<file path="config.mk">
export PLATFORM = sky130hd
export DESIGN_NAME = err_rate_counters
export DESIGN_NICKNAME = d
export VERILOG_FILES = /design/src/rtl/err_cnt_pkg.sv /design/src/rtl/err_hold_timer.sv /design/src/rtl/err_main_toggle.sv /design/src/rtl/err_tap_toggle.sv /design/src/rtl/err_crc_wrap.sv /design/src/rtl/err_rate_counters.sv
export SDC_FILE = /design/constraint.sdc
export NUM_CORES = 1
export LEC_CHECK = 0
export BUFFER_PORTS_ARGS = -buffer_cell sky130_fd_sc_hd__buf_2
export CAP_MARGIN = 20
export CORE_ASPECT_RATIO = 0.8
export CORE_MARGIN = 2
export CORE_UTILIZATION = 44
export CTS_BUF_LIST = sky130_fd_sc_hd__clkbuf_4
export DETAILED_ROUTE_END_ITERATION = 16
export SLEW_MARGIN = 25
export SYNTH_ARGS = -nofsm -noshare
export SYNTH_HDL_FRONTEND = slang
export SYNTH_HIERARCHICAL = 1
export SYNTH_SLANG_ARGS = --single-unit
</file>
<file path="constraint.sdc">
create_clock -name clk -period 5.7 [get_ports clk]
set_input_delay 0.285 -clock clk [delete_from_list [all_inputs] [get_ports clk]]
set_output_delay 0.285 -clock clk [all_outputs]
set_load 0.02 [all_outputs]
</file>
<file path="src/rtl/err_cnt_pkg.sv">
package err_cnt_pkg;

    localparam int unsigned DEF_MAIN_CNT  = 256;
    localparam int unsigned DEF_MID_CNT   = 128;
    localparam int unsigned DEF_LOW_CNT   = 64;
    localparam int unsigned DEF_HOLD_TICK = 96;
    localparam int unsigned DEF_CRC_W     = 3;

    typedef enum logic {
        MT_COUNT = 1'b0,
        MT_HOLD  = 1'b1
    } main_state_e;

    typedef struct packed {
        logic main;
        logic mid;
        logic low;
    } viol_tgl_t;

    function automatic int unsigned cnt_width(input int unsigned limit);
        return (limit <= 2) ? 1 : $clog2(limit);
    endfunction

endpackage

</file>
<file path="src/rtl/err_hold_timer.sv">
module err_hold_timer
    import err_cnt_pkg::*;
#(
    parameter int unsigned HOLD_TICK = DEF_HOLD_TICK
) (
    input  logic clk,
    input  logic rst,
    input  logic tick,
    input  logic restart,
    output logic expired
);
    localparam int unsigned TW = cnt_width(HOLD_TICK + 1);
    localparam logic [TW-1:0] HOLD_V = TW'(HOLD_TICK);

    logic [TW-1:0] elapsed_q;

    assign expired = (elapsed_q == HOLD_V);

    always_ff @(posedge clk) begin
        if (rst) begin
            elapsed_q <= HOLD_V;
        end else if (restart) begin
            elapsed_q <= '0;
        end else if (tick && !expired) begin
            elapsed_q <= elapsed_q + 1'b1;
        end
    end


    elapsed_bound_chk: assert property (@(posedge clk) disable iff (rst)
        elapsed_q <= HOLD_V);


    restart_zero_chk: assert property (@(posedge clk) disable iff (rst)
        restart |=> (elapsed_q == '0));

endmodule

</file>
<file path="src/rtl/err_main_toggle.sv">
module err_main_toggle
    import err_cnt_pkg::*;
#(
    parameter int unsigned MAIN_CNT = DEF_MAIN_CNT
) (
    input  logic clk,
    input  logic rst,
    input  logic viol,
    input  logic expired,
    output logic fire,
    output logic tgl
);
    localparam int unsigned CW = cnt_width(MAIN_CNT);
    localparam logic [CW-1:0] LAST_V = CW'(MAIN_CNT - 1);

    main_state_e   state_q;
    logic [CW-1:0] cnt_q;
    logic          tgl_q;
    logic          at_last;

    assign at_last = (cnt_q == LAST_V);
    assign fire    = (state_q == MT_HOLD) ? expired
                                          : (viol && at_last && expired);
    assign tgl     = tgl_q;

    always_ff @(posedge clk) begin
        if (rst) begin
            state_q <= MT_COUNT;
            cnt_q   <= '0;
            tgl_q   <= 1'b0;
        end else if (fire) begin
            state_q <= MT_COUNT;
            cnt_q   <= '0;
            tgl_q   <= ~tgl_q;
        end else if (state_q == MT_COUNT && viol) begin
            if (at_last) begin
                state_q <= MT_HOLD;
            end else begin
                cnt_q <= cnt_q + 1'b1;
            end
        end
    end


    hold_count_full_chk: assert property (@(posedge clk) disable iff (rst)
        (state_q == MT_HOLD) |-> at_last);


    restart_after_flip_chk: assert property (@(posedge clk) disable iff (rst)
        !$stable(tgl_q) |-> (cnt_q == '0 && state_q == MT_COUNT));

endmodule

</file>
<file path="src/rtl/err_tap_toggle.sv">
module err_tap_toggle
    import err_cnt_pkg::*;
#(
    parameter int unsigned PERIOD = DEF_LOW_CNT
) (
    input  logic clk,
    input  logic rst,
    input  logic viol,
    output logic tgl
);
    localparam int unsigned CW = cnt_width(PERIOD);
    localparam logic [CW-1:0] LAST_V = CW'(PERIOD - 1);

    logic [CW-1:0] cnt_q;
    logic          tgl_q;

    assign tgl = tgl_q;

    always_ff @(posedge clk) begin
        if (rst) begin
            cnt_q <= '0;
            tgl_q <= 1'b0;
        end else if (viol) begin
            if (cnt_q == LAST_V) begin
                cnt_q <= '0;
                tgl_q <= ~tgl_q;
            end else begin
                cnt_q <= cnt_q + 1'b1;
            end
        end
    end


    tap_cause_chk: assert property (@(posedge clk) disable iff (rst)
        !$stable(tgl_q) |-> $past(viol));

endmodule

</file>
<file path="src/rtl/err_crc_wrap.sv">
module err_crc_wrap
    import err_cnt_pkg::*;
#(
    parameter int unsigned CRC_W = DEF_CRC_W
) (
    input  logic             clk,
    input  logic             rst,
    input  logic             err,
    input  logic             enable,
    output logic [CRC_W-1:0] count
);
    logic [CRC_W-1:0] count_q;

    assign count = count_q;

    always_ff @(posedge clk) begin
        if (rst) begin
            count_q <= '0;
        end else if (enable && err) begin
            count_q <= count_q + 1'b1;
        end
    end


    crc_step_chk: assert property (@(posedge clk) disable iff (rst)
        !$stable(count_q) |-> (count_q == CRC_W'($past(count_q) + 1'b1)));


    crc_idle_chk: assert property (@(posedge clk) disable iff (rst)
        !$past(enable) |-> $stable(count_q));

endmodule

</file>
<file path="src/rtl/err_rate_counters.sv">
module err_rate_counters
    import err_cnt_pkg::*;
#(
    parameter int unsigned MAIN_CNT  = DEF_MAIN_CNT,
    parameter int unsigned MID_CNT   = DEF_MID_CNT,
    parameter int unsigned LOW_CNT   = DEF_LOW_CNT,
    parameter int unsigned HOLD_TICK = DEF_HOLD_TICK,
    parameter int unsigned CRC_W     = DEF_CRC_W
) (
    input  logic             clk,
    input  logic             rst,
    input  logic             viol,
    input  logic             crc_err,
    input  logic             tick_ms,
    input  logic             esf_mode,
    output logic             viol_main_tgl,
    output logic             viol_mid_tgl,
    output logic             viol_low_tgl,
    output logic [CRC_W-1:0] crc_count
);
    localparam int unsigned N_TAPS = 2;

    viol_tgl_t       tgl_s;
    logic            main_fire;
    logic            hold_expired;
    logic [N_TAPS-1:0] tap_tgl;

    err_hold_timer #(.HOLD_TICK(HOLD_TICK)) u_timer (
        .clk     (clk),
        .rst     (rst),
        .tick    (tick_ms),
        .restart (main_fire),
        .expired (hold_expired)
    );

    err_main_toggle #(.MAIN_CNT(MAIN_CNT)) u_main (
        .clk     (clk),
        .rst     (rst),
        .viol    (viol),
        .expired (hold_expired),
        .fire    (main_fire),
        .tgl     (tgl_s.main)
    );

    for (genvar g = 0; g < N_TAPS; g++) begin : g_tap
        localparam int unsigned PER = (g == 0) ? LOW_CNT : MID_CNT;
        err_tap_toggle #(.PERIOD(PER)) u_tap (
            .clk  (clk),
            .rst  (rst),
            .viol (viol),
            .tgl  (tap_tgl[g])
        );
    end

    assign tgl_s.low = tap_tgl[0];
    assign tgl_s.mid = tap_tgl[1];

    err_crc_wrap #(.CRC_W(CRC_W)) u_crc (
        .clk    (clk),
        .rst    (rst),
        .err    (crc_err),
        .enable (esf_mode),
        .count  (crc_count)
    );

    assign viol_main_tgl = tgl_s.main;
    assign viol_mid_tgl  = tgl_s.mid;
    assign viol_low_tgl  = tgl_s.low;


    main_rate_chk: assert property (@(posedge clk) disable iff (rst)
        !$stable(viol_main_tgl) |-> $past(hold_expired));


    main_needs_count_chk: assert property (@(posedge clk) disable iff (rst)
        (!viol && !main_fire && !$isunknown(tick_ms)) |=> $stable(viol_main_tgl));

endmodule

</file>
# Word-level counts from Yosys, hierarchy flattened

Cells that the tools add are included.

Add/sub/neg operators: 5
Multipliers: 0
Divide/modulo/power cells: 0
Order comparisons: 0
Eq/ne operators: 4
Shifts and indexed selects: 0
Mux-type cells: 5
Bitwise gates (word level): 5
Reductions and logical operators: 12

Operators by type and width:

| cell                                         | count |
|---|---|
| two-way mux 7 bit                            | 3 |
| adder 7 x 1 -> 7 bit (second input constant) | 2 |
| == test 7 bit (second input constant)        | 2 |
| adder 8 x 1 -> 8 bit (second input constant) | 1 |
| == test 8 bit (second input constant)        | 1 |
| AND reduction 2 bit                          | 4 |
| adder 6 x 1 -> 6 bit (second input constant) | 1 |
| == test 6 bit (second input constant)        | 1 |
| two-way mux 6 bit                            | 1 |
| logical AND 1 bit                            | 5 |
| NOT 1 bit                                    | 5 |
| adder 3 x 1 -> 3 bit (second input constant) | 1 |
| nonzero test 2 bit                           | 1 |
| OR reduction 2 bit                           | 1 |
| zero test 1 bit                              | 1 |
| two-way mux 1 bit                            | 1 |

Register bits: 35
Bits in latches: 0
RAM bits: 0
Memory bits (read-only): 0
Input bits: 6
Output and inout port bits: 6
Logic and storage cells: 41
Memories: 0

# Longest topological paths before layout

Word-level depth: 5
Gate-level depth with buffers: 9
Mapped depth without buffers: 9

# Modules after synthesis

The synthesis kept the hierarchy.

By module, submodules not included:

| module                           | instances | cells each | area each (um^2) | seq. area each (um^2) |
|---|---|---|---|---|
| err_main_toggle                  | 1         | 55         | 508.0            | 200.2 |
| err_hold_timer                   | 1         | 44         | 374.1            | 140.1 |
| err_tap_toggle at g_tap[1].u_tap | 1         | 39         | 359.1            | 160.2 |
| err_tap_toggle at g_tap[0].u_tap | 1         | 38         | 330.3            | 140.1 |
| err_crc_wrap                     | 1         | 14         | 151.4            | 60.1 |

# Least setup slack after synthesis

No wires, ideal clock.

Path type: register to register
Start: reg u_main.cnt_q[0]
End: reg u_timer.elapsed_q[2]
Setup time: 0.087 ns
Arrival time: 1.765 ns
Required time: 5.613 ns
Setup slack: 3.848 ns
Cell stages (with the launch flop): 8
Buffers on the path: 1
Clock period less this slack: 1.852 ns
Cell sequence: dfxtp_1 ha_1 and4_1 buf_6 a21oi_4 nor2_1 or3_2 o31ai_1

Cells in the longest elaborated chain, start to end: 5

RTL lines:

| element                             | RTL line                | RTL |
|---|---|---|
| from (decl)                         | err_main_toggle.sv:17   | `logic [CW-1:0] cnt_q;` |
| from (signal assigned)              | err_main_toggle.sv:39   | `cnt_q <= cnt_q + 1'b1;` |
| == test 8 bit                       | err_main_toggle.sv:21   | `assign at_last = (cnt_q == LAST_V);` |
| logical AND 1 bit (2 in series)     | err_main_toggle.sv:23   | `: (viol && at_last && expired);` |
| two-way mux 1 bit                   | err_main_toggle.sv:22   | `assign fire = (state_q == MT_HOLD) ? expired` |
| via main_fire                       | err_rate_counters.sv:24 | `logic main_fire;` |
| OR reduction 2 bit (no source line) | --                      |  |
| to (signal assigned)                | err_hold_timer.sv:25    | `elapsed_q <= elapsed_q + 1'b1;` |
| to (decl)                           | err_hold_timer.sv:15    | `logic [TW-1:0] elapsed_q;` |

The timed path passes the listed nets, and every way through them passes these cells.
A chain may end at the register's enable or synchronous reset.

# Worst setup path in the final report

Start: reg u_main.cnt_q[0]
End: reg u_timer.elapsed_q[6]

Cells in the longest elaborated chain, start to end: 5
Elaborated cells between the ends (all ways): 6
Those cells by class: eq/ne: 1; mux: 2; reduce/logical: 3

RTL lines:

| element                                                 | RTL line |
|---|---|
| == test 8 bit *                                         | err_main_toggle.sv:21 |
| logical AND 1 bit * (2 in series)                       | err_main_toggle.sv:23 |
| two-way mux 1 bit *                                     | err_main_toggle.sv:22 |
| via main_fire                                           | err_rate_counters.sv:24 |
| two-way mux 7 bit or nonzero test 2 bit (tied branches) | -- |

The timed path passes the listed nets; every way through them passes the cells marked *.

==> results.txt <==
The deepest level of the CTS H-tree is 2. The largest single stage delay on the critical path is 0.40 ns. Entering global routing, the biggest net connects 30 pins. The period utilization is 0.349, and the CTS buffer count is 5.

The cell family contributing the most delay on the critical path is simple AND/OR/NAND/NOR gates. The library cell used most frequently in the layout, excluding fill and tap cells, is sky130_fd_sc_hd__dfxtp_1. The core region is 3780 um^2. The number of remaining DRC errors was 0. In this run the deepest clock path goes through 2 buffers. Of all nets on the critical path, the largest fanout is 8. The floorplan has 20 rows. The Yosys step of the flow raised 6 warnings. The total overflow left after global routing is 0. The max-slew headroom at the worst pin is 0.665, and the fill cell instance count of the final layout is 349.

The cell type with the largest total area after synthesis was sky130_fd_sc_hd__dfxtp_1. 0 antenna diodes ended up in the layout. After clock tree synthesis, the flow added hold-fix buffers numbering 0. For the max-capacitance violation count, the log shows 0. The flow ran to the end, and the final reports show no timing, DRC or antenna violations. The tools report the type of origin of the critical path as a flop. Summed over all layers, the routed wires come to 3040 um. The utilization after layout is 0.492. The run gives 0 as the number of failing hold endpoints at the final stage. Setup violations remaining at the end of the flow were counted as 0. The last weighted congestion value of the routability-driven placer was 0.882; the proportion of synthesized chip area in sequential cells was 0.407. The fraction of met3 tracks used by global routing was 0.0506; the routing usage on met1 was 0.196.

IR analysis of the VDD net gives a maximum drop of 0.000165 V. The design draws 406 uW. The share of the synthesized area in the top cell type was 0.407. The net count of the finished layout is 214. In the layout the commonest cells are sky130_fd_sc_hd__dfxtp_1 (35), sky130_fd_sc_hd__nand2_1 (18), sky130_fd_sc_hd__nor2_1 (17), sky130_fd_sc_hd__buf_2 (11). The first TritonRoute pass finished after 4 iterations. In this run the most used layer during global routing was met2. The tools report the max-slew violation count as 0. Traced cell by cell, the critical path runs through ha_1 > and4_1 > a21oi_4 > nor2_1 > nor2b_1 > a21oi_1 > nand3_1. Counting every net in the synthesized netlist gives 202. The wire length of the first global-routing pass is 5400 um, and the worst path required time is 5.91 ns. Initial antenna violation count: 0.

The layout overhead on the synthesized area is 7.99%. STA classifies the critical path endpoint as a flop. The floorplan step defined a die boundary enclosing 4440 um^2. The critical path contains buffers and inverters numbering 0 combined. The slowest cell on the critical path is sky130_fd_sc_hd__and4_1.

By area the synthesized netlist is led by sky130_fd_sc_hd__dfxtp_1 (41%), sky130_fd_sc_hd__ha_1 (4.4%), sky130_fd_sc_hd__xor2_1 (4.1%). The run gives 0.261 as the met2 usage. TritonCTS built the clock tree. The number of DRC violations after detailed-routing iteration 0 was 63; the number of instances in the synthesized netlist was 190.

In this run the cell area of the synthesized design comes to 1720 um^2. The class of the tightest hold or removal check was primary input to flop. The number of routed nets with antenna violations is 0.

The count of different cell masters after synthesis was 42; the via density per instance was 5.28. The worst path needs 1.99 ns of the cycle, external delays included. Across all layers, the routed design uses 1363 vias. The final worst clock skew is 0.00556 ns, and the number of buffers added for setup after CTS is 0. Post-CTS repair changed the size of 0 cells. The proportion of layout cells with a drive suffix above 1 is 0.167, and the number of flops mapped to enable cells by yosys is 0. The HPWL after detailed placement was 2290 um; the leakage power summed over all cells was 0.000705 uW.

Register bit total from synthesis: 35. The post-route setup TNS was 0 ns. Predominant post-synthesis flop cell: sky130_fd_sc_hd__dfxtp_1. The slew at the pin closest to its max-slew limit works out to 0.502 ns. Overall track demand over capacity in global routing: 0.161. Critical path start-end classification: flop to flop. Derived from the worst setup path, the maximum achievable clock frequency is 0.503 GHz.

The floorplan step set the die height to 60.0 um. The number of sinks handled by clock tree synthesis is 35, and the total of buffers placed on input and output ports is 11. Die width: 74.0 um.

Wire length per cell after detailed routing: 11.8 um. Setup repair after global routing left no endpoint under its margin. At the later pin of the worst-skew pair, clock insertion delay measures 0.32 ns. Data on the critical path arrives at its endpoint at 2.20 ns. Dividing total power by cell area gives a power density of 218 nW/um^2.

A synthesized cell averages 9.07 um^2. The share of async-settable or async-resettable flops after synthesis was 0; the number of global-route vias before repair was 1260. The top-level I/O count is 12. Initial core utilization: 0.456. Library cell used as clock root buffer: sky130_fd_sc_hd__clkbuf_4. After clock tree synthesis, the clock-pin slew on the worst setup and hold paths is 0.09 ns.

Hold is met by 0.265 ns.
==> worst min-delay path: stages <==
cell and delay (ns):
sky130_fd_sc_hd__buf_2 0.13, sky130_fd_sc_hd__nand3_1 0.08, sky130_fd_sc_hd__a21oi_1 0.05
==> per-stage QoR <==
step           setup slack, ns  area (um^2)  cells
5_1_grt                   3.49         1860    258
3_5_place_dp              3.71         1810    250
6_report                  3.71         1860    258
3_3_place_gp              3.78         1810    250
4_1_cts                   3.70         1860    258
2_1_floorplan             3.85         1720    190
==> cells by family (layout without fill, tap and decap cells) <==
kind of cell             after synthesis  in the layout  synth area share
XOR/XNOR                              13             13            0.0661
AO/OA/AOI/OAI                         24             24            0.0973
AND/OR/NAND/NOR                       94             94             0.304
buffers and inverters                 10             23            0.0312
multiplexers                           8              8            0.0508
adder cells (fa/ha/maj)                6              6            0.0436
flip-flops                            35             35             0.407
==> worst paths after layout <==
kind,from,depth (start not counted),end,slack (ns)
worst min-delay path,crc_err,3,u_crc/count[1]$_SDFFE_PP0P_,0.26
worst max register to register,u_main/cnt_q[0]$_SDFFE_PP0P_,7,u_timer/elapsed_q[6]$_SDFFE_PP1P_,3.71
worst min register to register,u_main/tgl$_SDFFE_PP0P_,2,u_main/tgl$_SDFFE_PP0P_,0.50
worst max-delay path,u_main/cnt_q[0]$_SDFFE_PP0P_,7,u_timer/elapsed_q[6]$_SDFFE_PP1P_,3.71
==> area by class of cell <==
| class | instances | area, um^2 | share of cell area |
|---|---|---|---|
| clock buffers | 6 | 45.0 | 0.0242 |
| clock inverters | 2 | 7.51 | 0.00403 |
| inverters | 4 | 15.0 | 0.00807 |
| multi-input cells | 145 | 968 | 0.521 |
| flip-flops and latches | 35 | 701 | 0.377 |
| well taps | 55 | 68.8 | 0.0370 |
| repair buffers | 11 | 55.1 | 0.0296 |
==> metal layers <==
layer / vias to the layer above / wire length [um]
met2: 21 / 1440
li1: 703 / -
met4: 0 / 32
met3: 6 / 109
met5: - / 0
met1: 633 / 1450
==> power breakdown <==
group,internal (uW),leakage [uW],switching [uW]
sequential,251,0.000284,5.96
clock,50.4,0.0000307,71.1
combinational,11.4,0.000390,16.7
==> flip-flops by register name, summed over array words and instances (netlist names) <==
name / count
u_timer/elapsed_q: 7
u_crc/count: 3
g_tap.u_tap/cnt_q: 13
g_tap.u_tap/tgl: 2
u_main/cnt_q: 8
u_main/tgl: 1
u_main/state_q: 1
==> cells in the mapped netlist, types with 4 or more instances <==
master and number:
sky130_fd_sc_hd__dfxtp_1 35, sky130_fd_sc_hd__nor2_1 17, sky130_fd_sc_hd__ha_1 6, sky130_fd_sc_hd__xor2_1 8, sky130_fd_sc_hd__nor2b_1 6, sky130_fd_sc_hd__nor3_1 10, sky130_fd_sc_hd__mux2i_1 5, sky130_fd_sc_hd__nand2_1 18
sky130_fd_sc_hd__inv_1 4, sky130_fd_sc_hd__xnor2_1 5, sky130_fd_sc_hd__nand3_1 10, sky130_fd_sc_hd__nand4_1 8, sky130_fd_sc_hd__or3_1 4, sky130_fd_sc_hd__a21oi_1 8
Note: power is estimated with default switching activity, not from simulation.
